===== src/rtl/ref_sel_pkg.sv =====
package ref_sel_pkg;

    localparam int DEF_NUM_REFS = 8;
    localparam int DEF_PRIO_W   = 3;
    localparam int DEF_FREQ_W   = 4;

    typedef enum logic [0:0] {
        SEL_AUTO   = 1'b0,
        SEL_MANUAL = 1'b1
    } sel_mode_e;

endpackage


===== src/rtl/ref_cfg_bank.sv =====
module ref_cfg_bank #(
    parameter int NUM_REFS = ref_sel_pkg::DEF_NUM_REFS,
    parameter int PRIO_W   = ref_sel_pkg::DEF_PRIO_W,
    parameter int FREQ_W   = ref_sel_pkg::DEF_FREQ_W,
    parameter int IDX_W    = $clog2(NUM_REFS)
) (
    input  logic                       clk,
    input  logic                       rst_n,
    input  logic                       manual_mode,
    input  logic                       wr_en,
    input  logic [IDX_W-1:0]           addr,
    input  logic [PRIO_W:0]            wdata,
    input  logic [NUM_REFS*FREQ_W-1:0] freq_codes,
    output logic [FREQ_W+PRIO_W:0]     rdata,
    output logic [NUM_REFS*PRIO_W-1:0] prio_flat,
    output logic [NUM_REFS-1:0]        rev_vec
);

    localparam bit ADDR_FULL = (NUM_REFS == (1 << IDX_W));

    typedef struct packed {
        logic [NUM_REFS-1:0][PRIO_W-1:0] prio;
        logic [NUM_REFS-1:0]             rev;
    } bank_t;

    bank_t bank_d, bank_q;
    logic  addr_ok;

    assign addr_ok = ADDR_FULL || (int'(addr) < NUM_REFS);

    always_comb begin
        bank_d = bank_q;
        if (wr_en && addr_ok) begin
            bank_d.rev[addr] = wdata[PRIO_W];
            if (!manual_mode) begin
                bank_d.prio[addr] = wdata[PRIO_W-1:0];
            end
        end
    end

    always_ff @(posedge clk or negedge rst_n) begin
        if (!rst_n) begin
            bank_q <= '0;
        end else begin
            bank_q <= bank_d;
        end
    end

    always_comb begin
        rdata = '0;
        if (addr_ok) begin
            rdata = {freq_codes[int'(addr)*FREQ_W +: FREQ_W],
                     bank_q.rev[addr], bank_q.prio[addr]};
        end
    end

    assign prio_flat = bank_q.prio;
    assign rev_vec   = bank_q.rev;

    AST_PRIO_LOCKED: assert property (@(posedge clk) disable iff (!rst_n)
        $past(manual_mode) |-> (bank_q.prio == $past(bank_q.prio)));

endmodule


===== src/rtl/ref_rank_scan.sv =====
module ref_rank_scan #(
    parameter int NUM_REFS = ref_sel_pkg::DEF_NUM_REFS,
    parameter int PRIO_W   = ref_sel_pkg::DEF_PRIO_W,
    parameter int IDX_W    = $clog2(NUM_REFS)
) (
    input  logic [NUM_REFS-1:0]        usable,
    input  logic [NUM_REFS*PRIO_W-1:0] prio_flat,
    output logic                       found,
    output logic [IDX_W-1:0]           best_idx,
    output logic [PRIO_W-1:0]          best_prio
);

    // Ascending scan; a strict compare keeps the lower index on equal rank.
    always_comb begin
        found     = 1'b0;
        best_idx  = '0;
        best_prio = '1;
        for (int i = 0; i < NUM_REFS; i++) begin
            if (usable[i] &&
                (!found || (prio_flat[i*PRIO_W +: PRIO_W] < best_prio))) begin
                found     = 1'b1;
                best_idx  = IDX_W'(i);
                best_prio = prio_flat[i*PRIO_W +: PRIO_W];
            end
        end
    end

endmodule


===== src/rtl/ref_priority_selector.sv =====
module ref_priority_selector #(
    parameter int NUM_REFS = ref_sel_pkg::DEF_NUM_REFS,
    parameter int PRIO_W   = ref_sel_pkg::DEF_PRIO_W,
    parameter int FREQ_W   = ref_sel_pkg::DEF_FREQ_W,
    parameter int IDX_W    = $clog2(NUM_REFS)
) (
    input  logic                       clk,
    input  logic                       rst_n,
    input  logic [NUM_REFS-1:0]        sig_present,
    input  logic [NUM_REFS-1:0]        ref_mask,
    input  logic [NUM_REFS-1:0]        offset_ok,
    input  logic [NUM_REFS*FREQ_W-1:0] freq_code,
    input  logic                       manual_mode,
    input  logic [IDX_W-1:0]           manual_sel,
    input  logic                       cfg_wr_en,
    input  logic [IDX_W-1:0]           cfg_addr,
    input  logic [PRIO_W:0]            cfg_wdata,
    output logic [FREQ_W+PRIO_W:0]     cfg_rdata,
    output logic [IDX_W-1:0]           active_ref,
    output logic                       holdover,
    output logic                       active_change
);

    import ref_sel_pkg::*;

    localparam bit SEL_FULL = (NUM_REFS == (1 << IDX_W));

    typedef struct packed {
        logic [IDX_W-1:0] active;
        logic             holdover;
        logic             change;
    } sel_state_t;

    sel_state_t st_d, st_q;

    logic [NUM_REFS-1:0]        usable;
    logic [NUM_REFS*PRIO_W-1:0] prio_flat;
    logic [NUM_REFS-1:0]        rev_vec;
    logic                       found;
    logic [IDX_W-1:0]           best_idx;
    logic [PRIO_W-1:0]          best_prio;
    logic [PRIO_W-1:0]          act_prio;
    logic                       outranked;
    logic                       sel_ok;
    sel_mode_e                  mode;

    // Per-reference qualification
    for (genvar g = 0; g < NUM_REFS; g++) begin : g_qual
        assign usable[g] = sig_present[g] & ~ref_mask[g] & offset_ok[g];
    end

    assign mode   = manual_mode ? SEL_MANUAL : SEL_AUTO;
    assign sel_ok = SEL_FULL || (int'(manual_sel) < NUM_REFS);

    ref_cfg_bank #(
        .NUM_REFS (NUM_REFS),
        .PRIO_W   (PRIO_W),
        .FREQ_W   (FREQ_W),
        .IDX_W    (IDX_W)
    ) u_bank (
        .clk         (clk),
        .rst_n       (rst_n),
        .manual_mode (manual_mode),
        .wr_en       (cfg_wr_en),
        .addr        (cfg_addr),
        .wdata       (cfg_wdata),
        .freq_codes  (freq_code),
        .rdata       (cfg_rdata),
        .prio_flat   (prio_flat),
        .rev_vec     (rev_vec)
    );

    ref_rank_scan #(
        .NUM_REFS (NUM_REFS),
        .PRIO_W   (PRIO_W),
        .IDX_W    (IDX_W)
    ) u_scan (
        .usable    (usable),
        .prio_flat (prio_flat),
        .found     (found),
        .best_idx  (best_idx),
        .best_prio (best_prio)
    );

    assign act_prio  = prio_flat[int'(st_q.active)*PRIO_W +: PRIO_W];
    assign outranked = (best_prio < act_prio) ||
                       ((best_prio == act_prio) && (best_idx < st_q.active));

    always_comb begin
        st_d          = st_q;
        st_d.holdover = !found;
        unique case (mode)
            SEL_MANUAL: begin
                if (sel_ok) begin
                    st_d.active = manual_sel;
                end
            end
            default: begin
                if (found) begin
                    if (!usable[st_q.active]) begin
                        st_d.active = best_idx;
                    end else if (rev_vec[st_q.active] && outranked) begin
                        st_d.active = best_idx;
                    end
                end
            end
        endcase
        st_d.change = (st_d.active != st_q.active);
    end

    always_ff @(posedge clk or negedge rst_n) begin
        if (!rst_n) begin
            st_q <= '0;
        end else begin
            st_q <= st_d;
        end
    end

    assign active_ref    = st_q.active;
    assign holdover      = st_q.holdover;
    assign active_change = st_q.change;

    AST_SCAN_PICKS_USABLE: assert property (@(posedge clk) disable iff (!rst_n)
        found |-> usable[best_idx]);

    AST_PULSE_MEANS_MOVE: assert property (@(posedge clk) disable iff (!rst_n)
        active_change |-> (active_ref != $past(active_ref)));

    AST_NO_PULSE_NO_MOVE: assert property (@(posedge clk) disable iff (!rst_n)
        !active_change |-> $stable(active_ref));

    AST_HOLDOVER_KEEPS: assert property (@(posedge clk) disable iff (!rst_n)
        (holdover && !$past(manual_mode)) |-> (active_ref == $past(active_ref)));

    AST_NONREV_STAYS: assert property (@(posedge clk) disable iff (!rst_n)
        (!$past(manual_mode) && $past(usable[st_q.active]) && !$past(rev_vec[st_q.active]))
            |-> $stable(active_ref));

endmodule


===== config.mk =====
export PLATFORM = sky130hd
export DESIGN_NAME = ref_priority_selector
export DESIGN_NICKNAME = d
export VERILOG_FILES = /design/src/rtl/ref_sel_pkg.sv /design/src/rtl/ref_cfg_bank.sv /design/src/rtl/ref_rank_scan.sv /design/src/rtl/ref_priority_selector.sv
export SDC_FILE = /design/constraint.sdc
export NUM_CORES = 1
export LEC_CHECK = 0
export BUFFER_PORTS_ARGS = -buffer_cell sky130_fd_sc_hd__buf_4
export CAP_MARGIN = 15
export CORE_MARGIN = 4
export CORE_UTILIZATION = 43
export CTS_CLUSTER_SIZE = 30
export DETAILED_ROUTE_END_ITERATION = 10
export HOLD_SLACK_MARGIN = 0.03
export PLACE_DENSITY = 0.66
export SYNTH_ARGS = -nofsm -noshare
export SYNTH_HDL_FRONTEND = slang
export SYNTH_SLANG_ARGS = --single-unit

===== constraint.sdc =====
create_clock -name clk -period 24.4 [get_ports clk]
set_clock_uncertainty 0.05 [all_clocks]
set_input_delay 7.32 -clock clk [delete_from_list [all_inputs] [get_ports clk]]
set_output_delay 7.32 -clock clk [all_outputs]
set_load 0.05 [all_outputs]

==> metrics.txt, run 1 <==
# TYPE chip_impl_metric gauge
chip_impl_info{name="result_of_the_run",value="finished, final reports clean"} 1
chip_impl_metric{name="cts-htree-levels",unit=""} 2
chip_impl_info{name="clock_tree.root_cell",value="clkbuf_8"} 1
chip_impl_metric{name="clkTransAtPathRegs",unit="ns"} 0.08
chip_impl_metric{name="numPortBuffers",unit=""} 82
chip_impl_metric{name="cp.required",unit="ns"} 24.53
chip_impl_metric{name="die_width",unit="um"} 99.5
chip_impl_metric{name="number_of_setup_buffers_added_after_cts",unit=""} 0
chip_impl_metric{name="setup_violations",unit=""} 0
chip_impl_metric{name="ir_worst_vdd",unit="mV"} 0.0302
chip_impl_metric{name="share_clk_of_total_power",unit="%"} 18.3
chip_impl_info{name="synthTopCellsByCount",value="47 x nand2_1, 37 x dfrtp_1, 31 x mux2_2"} 1
chip_impl_metric{name="power.density",unit="nW/um^2"} 67.4
chip_impl_metric{name="drv.max_cap_violation_count",unit=""} 0
chip_impl_info{name="path_common_cell",value="ha_1"} 1
chip_impl_metric{name="chipHeight",unit="um"} 99.5
chip_impl_metric{name="power.total",unit="W"} 0.000299
chip_impl_metric{name="overflow",unit=""} 0
chip_impl_metric{name="seq_area_frac_synth",unit="%"} 25.7
chip_impl_metric{name="initial_core_util",unit="%"} 44.0
chip_impl_metric{name="finalWeightedCongestion",unit=""} 0.935
chip_impl_metric{name="placed_cells_incl_taps",unit=""} 578
chip_impl_metric{name="cp.buffers_inverters",unit=""} 5
chip_impl_metric{name="final_layout_setup_total_negative_slack",unit="ns"} 0
chip_impl_metric{name="final_cells",unit=""} 586
chip_impl_metric{name="worstMarginPinSlew",unit="ns"} 0.904
chip_impl_metric{name="filler_cell_count",unit=""} 758
chip_impl_metric{name="n_antenna_cell",unit=""} 0
chip_impl_metric{name="p_leak",unit="nW"} 1.99
chip_impl_metric{name="final_min_period_over_clock_period",unit="%"} 79.4
chip_impl_metric{name="vias",unit=""} 3541
chip_impl_metric{name="pin_count_of_the_biggest_net_entering_global_routing",unit=""} 38
chip_impl_metric{name="syn_area_per_cell",unit="um^2"} 8.93
chip_impl_metric{name="seqCellArea",unit="um^2"} 926
chip_impl_metric{name="multi_input_comb_area",unit="um^2"} 2540
chip_impl_metric{name="via_per_inst",unit=""} 6.04
chip_impl_info{name="critPathKind",value="in -> reg"} 1
chip_impl_metric{name="detail_route.wirelength",unit="mm"} 10.5
chip_impl_metric{name="synth_cells",unit=""} 403
chip_impl_metric{name="antenna_left",unit=""} 0
chip_impl_metric{name="ctsHoldBuffers",unit=""} 0
chip_impl_info{name="cts_tree",value="built"} 1
chip_impl_metric{name="pwr-share-seq",unit="%"} 34.2
chip_impl_metric{name="syn-cell-area",unit="um^2"} 3600
chip_impl_metric{name="cpPeakStageDelay",unit="ns"} 0.72
chip_impl_info{name="crit_family",value="compound AO/OA/AOI/OAI gates"} 1
chip_impl_metric{name="placeableCoreArea",unit="um^2"} 8180
chip_impl_metric{name="place.detailed.hpwl",unit="mm"} 8.12
chip_impl_metric{name="post_route_cells_drive_above_1_share",unit="%"} 31.8
chip_impl_metric{name="postSynthNetCount",unit=""} 488
chip_impl_metric{name="syn_to_final_growth",unit="%"} 23.1
chip_impl_metric{name="clock_insertion_delay_worst_skew",unit="ns"} 0.30
chip_impl_metric{name="synth-warning-count",unit=""} 0
chip_impl_metric{name="drt_iter0_markers",unit=""} 172
chip_impl_info{name="endpoint_kind",value="flop"} 1
chip_impl_metric{name="global_route.usage.total",unit="%"} 21.3
chip_impl_metric{name="die_area",unit="um^2"} 9900
chip_impl_metric{name="max-slew-margin-rel",unit="%"} 38.0
chip_impl_metric{name="share_comb_of_total_power",unit="%"} 47.5
chip_impl_info{name="ys.flop_type",value="dfrtp_1"} 1
chip_impl_metric{name="cts_buffer_depth",unit=""} 2
chip_impl_metric{name="cts_sinks",unit=""} 37
chip_impl_info{name="synthDominantAreaCellType",value="dfrtp_1"} 1
chip_impl_metric{name="synth_top_cell_area_share",unit="%"} 25.7
chip_impl_metric{name="final_hold_violations",unit=""} 0
chip_impl_metric{name="cts-buffers-inserted",unit=""} 5
chip_impl_info{name="cpMaxStageDelayCell",value="mux2i_1"} 1
chip_impl_metric{name="remaining_drc_errors",unit=""} 0
chip_impl_metric{name="drt_pre_antenna_iters",unit=""} 5
chip_impl_info{name="synth_area_leaders",value="dfrtp_1 26%, mux2_2 9.7%, mux4_2 6.3%, a22oi_1 5.2%, ha_1 5.2%"} 1
chip_impl_metric{name="crit_path_max_fanout",unit=""} 13
chip_impl_metric{name="netSwitchingFraction",unit="%"} 42.1
chip_impl_metric{name="grt_first_pass_wirelength",unit="mm"} 17.2
chip_impl_metric{name="synthDistinctLibCells",unit=""} 61
chip_impl_metric{name="post_detailed_route_wirelength_per_cell",unit="um"} 17.9
chip_impl_metric{name="final_max_slew_viol_count",unit=""} 0
chip_impl_metric{name="finish.net_count",unit=""} 565
chip_impl_metric{name="synth_edf_count",unit=""} 0
chip_impl_metric{name="io_pins",unit=""} 83
chip_impl_info{name="worstHoldPathType",value="reg -> reg"} 1
chip_impl_metric{name="timing.final.crit_period",unit="ns"} 19.38
chip_impl_info{name="rsz0062_at_grt",value="no"} 1
chip_impl_metric{name="grt_antenna_before_repair",unit=""} 0
chip_impl_info{name="startpoint_type_of_the_worst_setup_path",value="primary input"} 1
chip_impl_metric{name="crit_arrival",unit="ns"} 19.51
chip_impl_info{name="synth_most_common_cell",value="nand2_1"} 1
chip_impl_metric{name="internal_power",unit="W"} 0.000173
chip_impl_metric{name="first_global_vias",unit=""} 3424
chip_impl_metric{name="timing.fmax",unit="GHz"} 0.0516
chip_impl_metric{name="rows",unit=""} 33
chip_impl_metric{name="async_s_r_ff_share_synth",unit="%"} 100
chip_impl_metric{name="postSynthRegisterBits",unit=""} 37
chip_impl_metric{name="ctsResizeCount",unit=""} 0
chip_impl_metric{name="power.switching",unit="W"} 0.000126
layout make-up:
class | count | area share [%]
multi-input combinational | 332 | 57.4
sequential | 37 | 20.9
timing repair buffer | 87 | 14.7
tap | 105 | 2.96
clock buffer | 5 | 1.55
inverter | 17 | 1.44
clock inverter | 3 | 1.04
metrics by stage:
stage	hold WS, ns	area (um^2)	setup slack, ns	utilization (%)
after floorplan	0.447	3600	6.14	-
after global placement	0.472	4320	5.03	52.8
after detailed placement	0.471	4320	4.86	52.8
after CTS	0.491	4430	5.15	54.2
after global routing	0.517	4430	3.84	54.2
final	0.490	4430	5.02	54.2
cell usage in the layout, fill, tap and decap left out, types with 3 or more instances in the layout:
master,netlist,routed
buf_4,0,87
nand2_1,47,47
dfrtp_1,37,37
mux2_2,31,31
nor2_1,26,26
a22oi_1,25,25
a21oi_1,19,19
inv_1,17,17
o21ai_0,16,16
ha_1,15,15
nand3_1,11,11
a21o_1,10,10
mux2i_1,10,10
mux4_2,10,10
nand2b_1,7,7
and3_1,7,7
nand4_1,7,7
and2_1,6,6
nand3b_1,5,5
or2_2,5,5
a22o_1,5,5
nor3_1,5,5
o21a_1,5,5
clkbuf_8,0,5
a31oi_1,4,4
o31a_1,4,4
a221oi_1,4,4
o31ai_1,3,3
nor3b_1,3,3
xor2_1,3,3
sequential cells by signal, summed over array words and instances, names as in the netlist:
signal,cells
active_change,1
active_ref,3
holdover,1
u_bank.prio_flat,24
u_bank.rev_vec,8
path summary, 6_finish.rpt:
check / startpoint / slack [ns] / endpoint / cells past startpoint
max in group asynchronous: rst_n / 17.04 / u_bank.prio_flat[5]$_DFFE_PN0P_ / 1
setup / recovery: ref_mask[0] / 5.02 / active_ref[2]$_DFF_PN0_ / 58
hold / removal: u_bank.rev_vec[1]$_DFFE_PN0P_ / 0.49 / u_bank.rev_vec[1]$_DFFE_PN0P_ / 1
setup reg to reg: u_bank.prio_flat[2]$_DFFE_PN0P_ / 12.02 / active_ref[2]$_DFF_PN0_ / 56
hold reg to reg: u_bank.rev_vec[1]$_DFFE_PN0P_ / 0.49 / u_bank.rev_vec[1]$_DFFE_PN0P_ / 1
min in group asynchronous: rst_n / 6.92 / u_bank.rev_vec[4]$_DFFE_PN0P_ / 1
logic make-up (layout without fill, tap and decap cells):
family,after synthesis,after routing,share of synthesized area [%]
buffers and inverters,34,112,3.65
AND/OR/NAND/NOR,139,139,19.3
XOR/XNOR,5,5,1.22
AO/OA/AOI/OAI,121,121,25.9
adder cells (fa/ha/maj),15,15,5.21
multiplexers,52,52,19.0
flip-flops,37,37,25.7
power groups by stage:
stage	clock network, W	registers [W]	logic [W]
finish	0.0000548	0.000102	0.000142
global placement	0	0.000102	0.000139
detailed placement	0	0.000102	0.000141
floorplan	0	0.0000936	0.000105
global route	0.0000587	0.000104	0.000157
CTS	0.0000558	0.000101	0.000142
worst register-to-register path: cells and delay by family (launching register included):
family / cells / cell delay (ns)
fa+ha+maj: 8 / 2.12
compound gates: 24 / 4.67
simple gates: 14 / 2.62
buf+inv: 4 / 0.24
flops: 1 / 0.43
mux: 6 / 2.13
routing by layer:
layer / vias up / part of all wire, % / track usage [%]
met4: 0 / 2.0 / 7.46
met3: 16 / 6.8 / 2.38
met2: 146 / 47 / 34.9
met5: - / 0 / 0
li1: 1684 / - / -
met1: 1695 / 44 / 29.2
(Power assumes the default switching activity.)
==> run 2, diff against run 1 <==
==> constraint.sdc (replaced) <==
create_clock -name clk -period 18.7 [get_ports clk]
set_clock_uncertainty 0.05 [all_clocks]
set_input_delay 5.61 -clock clk [delete_from_list [all_inputs] [get_ports clk]]
set_output_delay 5.61 -clock clk [all_outputs]
set_load 0.05 [all_outputs]
==> metrics.txt, run 2 (synthesis results as in run 1) <==
# TYPE chip_impl_metric gauge
chip_impl_metric{name="grt_antenna_before_repair",unit=""} 0
chip_impl_metric{name="grt_first_pass_wirelength",unit="mm"} 17.4
chip_impl_metric{name="post_detailed_route_wirelength_per_cell",unit="um"} 17.8
chip_impl_metric{name="utilization",unit="%"} 53.9
chip_impl_metric{name="final_layout_setup_total_negative_slack",unit="ns"} 0
chip_impl_metric{name="filler_cell_count",unit=""} 787
chip_impl_metric{name="ctsResizeCount",unit=""} 0
chip_impl_metric{name="die_width",unit="um"} 99.5
chip_impl_metric{name="finalWorstSetupSlack",unit="ns"} 1.44
chip_impl_info{name="final_cell_mix",value="88 x buf_4, 47 x nand2_1, 37 x dfrtp_1"} 1
chip_impl_metric{name="final_hold_violations",unit=""} 0
chip_impl_metric{name="post_route_cells_drive_above_1_share",unit="%"} 31.6
chip_impl_metric{name="worstHoldPathCells",unit=""} 1
chip_impl_metric{name="clock_insertion_delay_worst_skew",unit="ns"} 0.29
chip_impl_metric{name="final_min_period_over_clock_period",unit="%"} 92.3
chip_impl_info{name="rr_endpoint",value="active_ref[1]$_DFF_PN0_"} 1
chip_impl_metric{name="cts-buffers-inserted",unit=""} 5
chip_impl_metric{name="remaining_drc_errors",unit=""} 0
chip_impl_metric{name="via_per_inst",unit=""} 6.09
chip_impl_metric{name="crit_path_max_fanout",unit=""} 13
chip_impl_metric{name="power.density",unit="nW/um^2"} 85.3
chip_impl_metric{name="io_pins",unit=""} 83
chip_impl_metric{name="p_leak",unit="nW"} 1.99
chip_impl_metric{name="crit_arrival",unit="ns"} 17.39
chip_impl_metric{name="first_global_vias",unit=""} 3610
chip_impl_metric{name="global_route.usage.total",unit="%"} 21.5
chip_impl_info{name="endpoint_kind",value="flop"} 1
chip_impl_metric{name="placed_cells_incl_taps",unit=""} 579
chip_impl_metric{name="cts_buffer_depth",unit=""} 2
chip_impl_metric{name="n_antenna_cell",unit=""} 0
chip_impl_metric{name="largest_register_ff_count",unit=""} 24
chip_impl_metric{name="cpPeakStageDelay",unit="ns"} 0.53
chip_impl_metric{name="place.detailed.hpwl",unit="mm"} 8.08
chip_impl_metric{name="finish.net_count",unit=""} 566
chip_impl_metric{name="overflow",unit=""} 0
chip_impl_info{name="min_delay_startpoint",value="u_bank.rev_vec[6]$_DFFE_PN0P_"} 1
chip_impl_metric{name="max-slew-margin-rel",unit="%"} 47.5
chip_impl_metric{name="final_cells",unit=""} 586
chip_impl_metric{name="ir_worst_vdd",unit="mV"} 0.0375
chip_impl_info{name="result_of_the_run",value="finished, final reports clean"} 1
chip_impl_metric{name="drt_iter0_markers",unit=""} 232
chip_impl_info{name="path_common_cell",value="ha_1"} 1
chip_impl_metric{name="syn_to_final_growth",unit="%"} 22.5
chip_impl_metric{name="finalWeightedCongestion",unit=""} 0.883
chip_impl_info{name="cpMaxStageDelayCell",value="nor4_1"} 1
chip_impl_info{name="layout.cells.most_common",value="buf_4"} 1
chip_impl_metric{name="clkTransAtPathRegs",unit="ns"} 0.07
chip_impl_metric{name="timing.final.crit_period",unit="ns"} 17.26
chip_impl_metric{name="numPortBuffers",unit=""} 82
chip_impl_metric{name="number_of_setup_buffers_added_after_cts",unit=""} 0
chip_impl_metric{name="placeableCoreArea",unit="um^2"} 8180
chip_impl_info{name="startpoint_type_of_the_worst_setup_path",value="primary input"} 1
chip_impl_metric{name="initial_core_util",unit="%"} 44.0
chip_impl_metric{name="setup_ws_pre_cts",unit="ns"} 1.30
chip_impl_info{name="clock_tree.root_cell",value="clkbuf_8"} 1
chip_impl_metric{name="drv.max_cap_violation_count",unit=""} 0
chip_impl_metric{name="drt_pre_antenna_iters",unit=""} 4
chip_impl_metric{name="pin_count_of_the_biggest_net_entering_global_routing",unit=""} 38
chip_impl_info{name="critPathKind",value="in -> reg"} 1
chip_impl_info{name="cts_tree",value="built"} 1
chip_impl_metric{name="vias",unit=""} 3568
chip_impl_metric{name="final.hold.worst_slack",unit="ns"} 0.492
chip_impl_metric{name="chipHeight",unit="um"} 99.5
chip_impl_metric{name="timing.fmax",unit="GHz"} 0.0579
chip_impl_metric{name="cts_sinks",unit=""} 37
chip_impl_info{name="worstHoldPathType",value="reg -> reg"} 1
chip_impl_metric{name="reg2reg_setup_slack",unit="ns"} 6.73
chip_impl_metric{name="detail_route.wirelength",unit="mm"} 10.4
chip_impl_metric{name="final_max_slew_viol_count",unit=""} 0
chip_impl_info{name="hold_path_end",value="u_bank.rev_vec[6]$_DFFE_PN0P_"} 1
chip_impl_metric{name="cp.required",unit="ns"} 18.82
chip_impl_metric{name="worst-r2r-cell-count",unit=""} 59
chip_impl_metric{name="setup_violations",unit=""} 0
chip_impl_info{name="crit-reg2reg-launch",value="u_bank.prio_flat[2]$_DFFE_PN0P_"} 1
chip_impl_metric{name="ctsHoldBuffers",unit=""} 0
chip_impl_metric{name="rows",unit=""} 33
chip_impl_info{name="rsz0062_at_grt",value="no"} 1
chip_impl_metric{name="antenna_left",unit=""} 0
chip_impl_metric{name="cts-htree-levels",unit=""} 2
chip_impl_metric{name="die_area",unit="um^2"} 9900
chip_impl_metric{name="worstMarginPinSlew",unit="ns"} 0.784
run 2: final cells by class:
cell class / instances / area, um^2 / area share [%]
sequential: 37 / 926 / 21.0
timing repair buffer: 88 / 661 / 15.0
inverter: 17 / 63.8 / 1.45
multi-input combinational: 332 / 2540 / 57.6
tap: 105 / 131 / 2.98
clock buffer: 7 / 86.3 / 1.96
run 2: layer usage:
metal / GRT usage [%] / share of wire, % / up-vias
met3: 3.37 / 7.3 / 20
li1: - / - / 1702
met5: 0 / 0 / -
met1: 28.6 / 43 / 1702
met4: 7.14 / 2.1 / 0
met2: 35.8 / 47 / 144
run 2: critical path, delay by kind of cell:
family | cells | cell delay (ns)
adders and majority gates | 8 | 2.20
muxes | 6 | 1.65
and+or+nand+nor | 11 | 2.04
buffers and inverters | 6 | 0.56
AOI/OAI and AO/OA | 30 | 5.33
run 2: power breakdown:
group          switching [W]  internal (W)  total (W)
registers          0.0000349     0.0000980   0.000133
logic              0.0000987     0.0000883   0.000187
clock network      0.0000269     0.0000292  0.0000561
total               0.000160      0.000216   0.000376
run 2: how the worst max path moves through the flow:
stage | startpoint | cells after the start | slack [ns] | endpoint
6_report | ref_mask[0] | 61 | 1.44 | active_ref[1]$_DFF_PN0_
2_1_floorplan | ref_mask[0] | 56 | 2.15 | active_ref[2]$_DFF_PN0_
4_1_cts | ref_mask[0] | 61 | 1.53 | active_ref[1]$_DFF_PN0_
5_1_grt | ref_mask[0] | 61 | 0.29 | active_ref[1]$_DFF_PN0_
3_3_place_gp | ref_mask[0] | 60 | 1.50 | active_ref[1]$_DFF_PN0_
3_5_place_dp | ref_mask[0] | 61 | 1.30 | active_ref[1]$_DFF_PN0_
run 2: stage by stage:
step	power (W)	area (um^2)
after floorplan	0.000259	3600
after global placement	0.000315	4320
after detailed placement	0.000319	4320
after CTS	0.000377	4410
after global routing	0.000403	4410
final	0.000376	4410
==> run 3, diff against run 2 <==
--- a/config.mk
+++ b/config.mk
@@ -5,14 +5,15 @@
 export SDC_FILE = /design/constraint.sdc
 export NUM_CORES = 1
 export LEC_CHECK = 0
+export ABC_AREA = 1
 export BUFFER_PORTS_ARGS = -buffer_cell sky130_fd_sc_hd__buf_4
 export CAP_MARGIN = 15
 export CORE_MARGIN = 4
-export CORE_UTILIZATION = 43
+export CORE_UTILIZATION = 54
 export CTS_CLUSTER_SIZE = 30
 export DETAILED_ROUTE_END_ITERATION = 10
 export HOLD_SLACK_MARGIN = 0.03
-export PLACE_DENSITY = 0.66
+export PLACE_DENSITY = 0.81
 export SYNTH_ARGS = -nofsm -noshare
 export SYNTH_HDL_FRONTEND = slang
 export SYNTH_SLANG_ARGS = --single-unit
==> metrics.txt, run 3 <==
# TYPE chip_impl_metric gauge
chip_impl_metric{name="share_of_synthesized_cell_area_in_full_adder_half_adder_and_majority_cells",unit="%"} 5.78
chip_impl_metric{name="cts-buffers-inserted",unit=""} 5
chip_impl_metric{name="post_detailed_route_wirelength_per_cell",unit="um"} 14.6
chip_impl_metric{name="final_hold_violations",unit=""} 0
chip_impl_metric{name="timing.fmax",unit="GHz"} 0.0706
chip_impl_metric{name="largest_register_ff_count",unit=""} 24
chip_impl_metric{name="internal_power",unit="W"} 0.000185
chip_impl_metric{name="via_per_inst",unit=""} 5.72
chip_impl_metric{name="io_pins",unit=""} 83
chip_impl_info{name="startpoint_type_of_the_worst_setup_path",value="primary input"} 1
chip_impl_metric{name="grt_antenna_before_repair",unit=""} 0
chip_impl_metric{name="final_layout_setup_total_negative_slack",unit="ns"} 0
chip_impl_info{name="clock_tree.root_cell",value="clkbuf_8"} 1
chip_impl_metric{name="placeableCoreArea",unit="um^2"} 5680
chip_impl_info{name="synthDominantAreaCellType",value="dfrtp_1"} 1
chip_impl_metric{name="timing.final.crit_period",unit="ns"} 14.16
chip_impl_metric{name="setup_violations",unit=""} 0
chip_impl_info{name="synthTopCellsByCount",value="143 x nand2_1, 56 x o21ai_0, 54 x inv_1"} 1
chip_impl_metric{name="cp.required",unit="ns"} 18.83
chip_impl_metric{name="seqCellArea",unit="um^2"} 926
chip_impl_metric{name="pin_count_of_the_biggest_net_entering_global_routing",unit=""} 38
chip_impl_metric{name="postSynthRegisterBits",unit=""} 37
chip_impl_metric{name="synthDistinctLibCells",unit=""} 32
chip_impl_metric{name="drv.max_cap_violation_count",unit=""} 0
chip_impl_metric{name="overflow",unit=""} 0
chip_impl_metric{name="ctsHoldBuffers",unit=""} 0
chip_impl_metric{name="drt_pre_antenna_iters",unit=""} 7
chip_impl_info{name="min_delay_startpoint",value="u_bank.prio_flat[0]$_DFFE_PN0P_"} 1
chip_impl_metric{name="synth_top_cell_area_share",unit="%"} 28.5
chip_impl_info{name="rr_endpoint",value="active_change$_DFF_PN0_"} 1
chip_impl_metric{name="initial_core_util",unit="%"} 57.2
chip_impl_metric{name="p_leak",unit="nW"} 2.08
chip_impl_metric{name="finalWeightedCongestion",unit=""} 0.919
chip_impl_metric{name="place.detailed.hpwl",unit="mm"} 7.67
chip_impl_info{name="synth_top_family_by_area",value="simple AND/OR/NAND/NOR gates"} 1
chip_impl_metric{name="numPortBuffers",unit=""} 82
chip_impl_metric{name="yosys.area_share.xor_xnor",unit="%"} 0
chip_impl_info{name="critPathKind",value="in -> reg"} 1
chip_impl_metric{name="postSynthNetCount",unit=""} 581
chip_impl_metric{name="die_area",unit="um^2"} 7320
chip_impl_metric{name="utilization",unit="%"} 71.2
chip_impl_metric{name="final_max_slew_viol_count",unit=""} 0
chip_impl_metric{name="synth_edf_count",unit=""} 0
chip_impl_metric{name="syn_to_final_growth",unit="%"} 24.4
chip_impl_metric{name="multi_input_comb_area",unit="um^2"} 2040
chip_impl_metric{name="worstMarginPinSlew",unit="ns"} 1.15
chip_impl_metric{name="crit_arrival",unit="ns"} 14.29
chip_impl_info{name="cpMaxStageDelayCell",value="a2111oi_0"} 1
chip_impl_metric{name="vias",unit=""} 3755
chip_impl_info{name="rsz0062_at_grt",value="no"} 1
chip_impl_metric{name="ir_worst_vdd",unit="mV"} 0.0590
chip_impl_metric{name="seq_area_frac_synth",unit="%"} 28.5
chip_impl_info{name="ys.flop_type",value="dfrtp_1"} 1
chip_impl_metric{name="n_antenna_cell",unit=""} 0
chip_impl_metric{name="final_cells",unit=""} 656
chip_impl_metric{name="detail_route.wirelength",unit="mm"} 9.61
chip_impl_metric{name="worst-r2r-cell-count",unit=""} 68
chip_impl_metric{name="power.switching",unit="W"} 0.000159
chip_impl_metric{name="max-slew-margin-rel",unit="%"} 22.6
chip_impl_metric{name="finish.net_count",unit=""} 668
chip_impl_metric{name="drt_iter0_markers",unit=""} 310
chip_impl_metric{name="placed_cells_incl_taps",unit=""} 648
chip_impl_metric{name="worstHoldPathCells",unit=""} 2
chip_impl_metric{name="power.density",unit="nW/um^2"} 85.2
chip_impl_metric{name="synth_cells",unit=""} 496
chip_impl_metric{name="cts-htree-levels",unit=""} 2
chip_impl_metric{name="die_width",unit="um"} 85.6
chip_impl_metric{name="synth-warning-count",unit=""} 0
chip_impl_metric{name="synth_simple_gate_area_share",unit="%"} 35.4
chip_impl_info{name="cts_tree",value="built"} 1
chip_impl_metric{name="clkTransAtPathRegs",unit="ns"} 0.08
chip_impl_metric{name="final_min_period_over_clock_period",unit="%"} 75.7
chip_impl_metric{name="netSwitchingFraction",unit="%"} 46.3
chip_impl_metric{name="clock_insertion_delay_worst_skew",unit="ns"} 0.29
chip_impl_metric{name="antenna_left",unit=""} 0
chip_impl_info{name="result_of_the_run",value="finished, final reports clean"} 1
chip_impl_metric{name="grt_first_pass_wirelength",unit="mm"} 15.9
chip_impl_metric{name="share_comb_of_total_power",unit="%"} 48.9
chip_impl_metric{name="cts_sinks",unit=""} 37
chip_impl_info{name="path_common_cell",value="nand2_1"} 1
chip_impl_metric{name="chipHeight",unit="um"} 85.6
chip_impl_metric{name="pwr-share-seq",unit="%"} 35.0
chip_impl_metric{name="remaining_drc_errors",unit=""} 0
chip_impl_metric{name="syn_area_per_cell",unit="um^2"} 6.55
chip_impl_metric{name="cts_buffer_depth",unit=""} 2
chip_impl_metric{name="synthMuxAreaShare",unit="%"} 0
chip_impl_info{name="final_cell_mix",value="143 x nand2_1, 88 x buf_4, 56 x o21ai_0"} 1
chip_impl_metric{name="reg2reg_setup_slack",unit="ns"} 9.84
chip_impl_metric{name="filler_cell_count",unit=""} 506
chip_impl_metric{name="rows",unit=""} 27
chip_impl_metric{name="crit_path_max_fanout",unit=""} 9
chip_impl_metric{name="async_s_r_ff_share_synth",unit="%"} 100
chip_impl_metric{name="compound_gate_fraction_of_synth_area",unit="%"} 21.6
chip_impl_info{name="synth_area_leaders",value="dfrtp_1 29%, nand2_1 17%, o21ai_0 8.6%, inv_1 6.2%, ha_1 5.8%"} 1
chip_impl_metric{name="global_route.usage.total",unit="%"} 26.7
chip_impl_metric{name="post_route_cells_drive_above_1_share",unit="%"} 22.8
chip_impl_metric{name="ctsResizeCount",unit=""} 0
chip_impl_info{name="endpoint_kind",value="flop"} 1
chip_impl_metric{name="cpPeakStageDelay",unit="ns"} 0.36
chip_impl_info{name="hold_path_end",value="u_bank.prio_flat[0]$_DFFE_PN0P_"} 1
chip_impl_metric{name="syn-cell-area",unit="um^2"} 3250
chip_impl_info{name="crit-reg2reg-launch",value="u_bank.prio_flat[2]$_DFFE_PN0P_"} 1
chip_impl_info{name="layout.cells.most_common",value="nand2_1"} 1
chip_impl_metric{name="share_clk_of_total_power",unit="%"} 16.1
chip_impl_metric{name="number_of_setup_buffers_added_after_cts",unit=""} 0
chip_impl_info{name="synth_most_common_cell",value="nand2_1"} 1
chip_impl_metric{name="first_global_vias",unit=""} 3503
chip_impl_info{name="worstHoldPathType",value="reg -> reg"} 1
[run 3: changes by cell type after synthesis, sizes merged, moves of 18 or more]
cell	change
a22oi	-18
inv	+40
mux2	-32
nand2	+123
nand3	+29
o21ai	+40
[run 3: layout make-up]
type	count	area share, %
multi-input cells	388	50.5
flip-flops and latches	37	22.9
repair buffers	88	16.4
inverters	63	5.88
well taps	72	2.23
clock buffers	5	1.70
clock inverters	3	0.434
[run 3: power groups by stage]
stage	clock network [W]	logic [W]	registers [W]
5_1_grt	0.0000599	0.000190	0.000122
6_report	0.0000553	0.000168	0.000121
3_5_place_dp	0	0.000167	0.000121
4_1_cts	0.0000560	0.000168	0.000119
3_3_place_gp	0	0.000162	0.000120
2_1_floorplan	0	0.000115	0.000120
[run 3: how the worst max path moves through the flow]
| stage | from | end | slack [ns] | depth (start not counted) |
|---|---|---|---|---|
| 6_report | offset_ok[0] | active_change$_DFF_PN0_ | 4.54 | 72 |
| 5_1_grt | sig_present[0] | active_change$_DFF_PN0_ | 3.59 | 72 |
| 4_1_cts | offset_ok[0] | active_change$_DFF_PN0_ | 4.60 | 72 |
| 3_5_place_dp | offset_ok[0] | active_change$_DFF_PN0_ | 4.32 | 72 |
| 3_3_place_gp | ref_mask[0] | active_change$_DFF_PN0_ | 4.73 | 71 |
| 2_1_floorplan | offset_ok[0] | active_change$_DFF_PN0_ | 5.60 | 69 |
[run 3: critical path, delay by kind of cell]
kind | cells | cell delay [ns]
AO/OA/AOI/OAI | 11 | 2.40
adder cells (fa/ha/maj) | 8 | 2.31
AND/OR/NAND/NOR | 45 | 3.51
buffers and inverters | 8 | 0.44
[run 3: cells by family after synthesis]
kind of cell | count (synthesis)
AO/OA/AOI/OAI | 119
adder cells (fa/ha/maj) | 15
AND/OR/NAND/NOR | 254
flip-flops | 37
buffers and inverters | 71
[run 3: per-stage QoR]
stage               hold slack, ns  setup slack (ns)  instance area, um^2  power (W)
finish                       0.442              4.54                 4040   0.000344
global route                 0.465              3.59                 4040   0.000372
CTS                          0.443              4.60                 4040   0.000343
detailed placement           0.425              4.32                 3950   0.000287
global placement             0.424              4.73                 3950   0.000282
floorplan                    0.403              5.60                 3250   0.000235
[run 3: layer usage]
metal	part of all wire [%]	vias to the layer above	track usage, %	wire, um
li1	-	1844	-	-
met1	43	1709	35.6	4130
met2	47	177	45.4	4520
met3	8.1	25	3.46	779
met4	1.9	0	7.48	179
met5	0	-	0	0
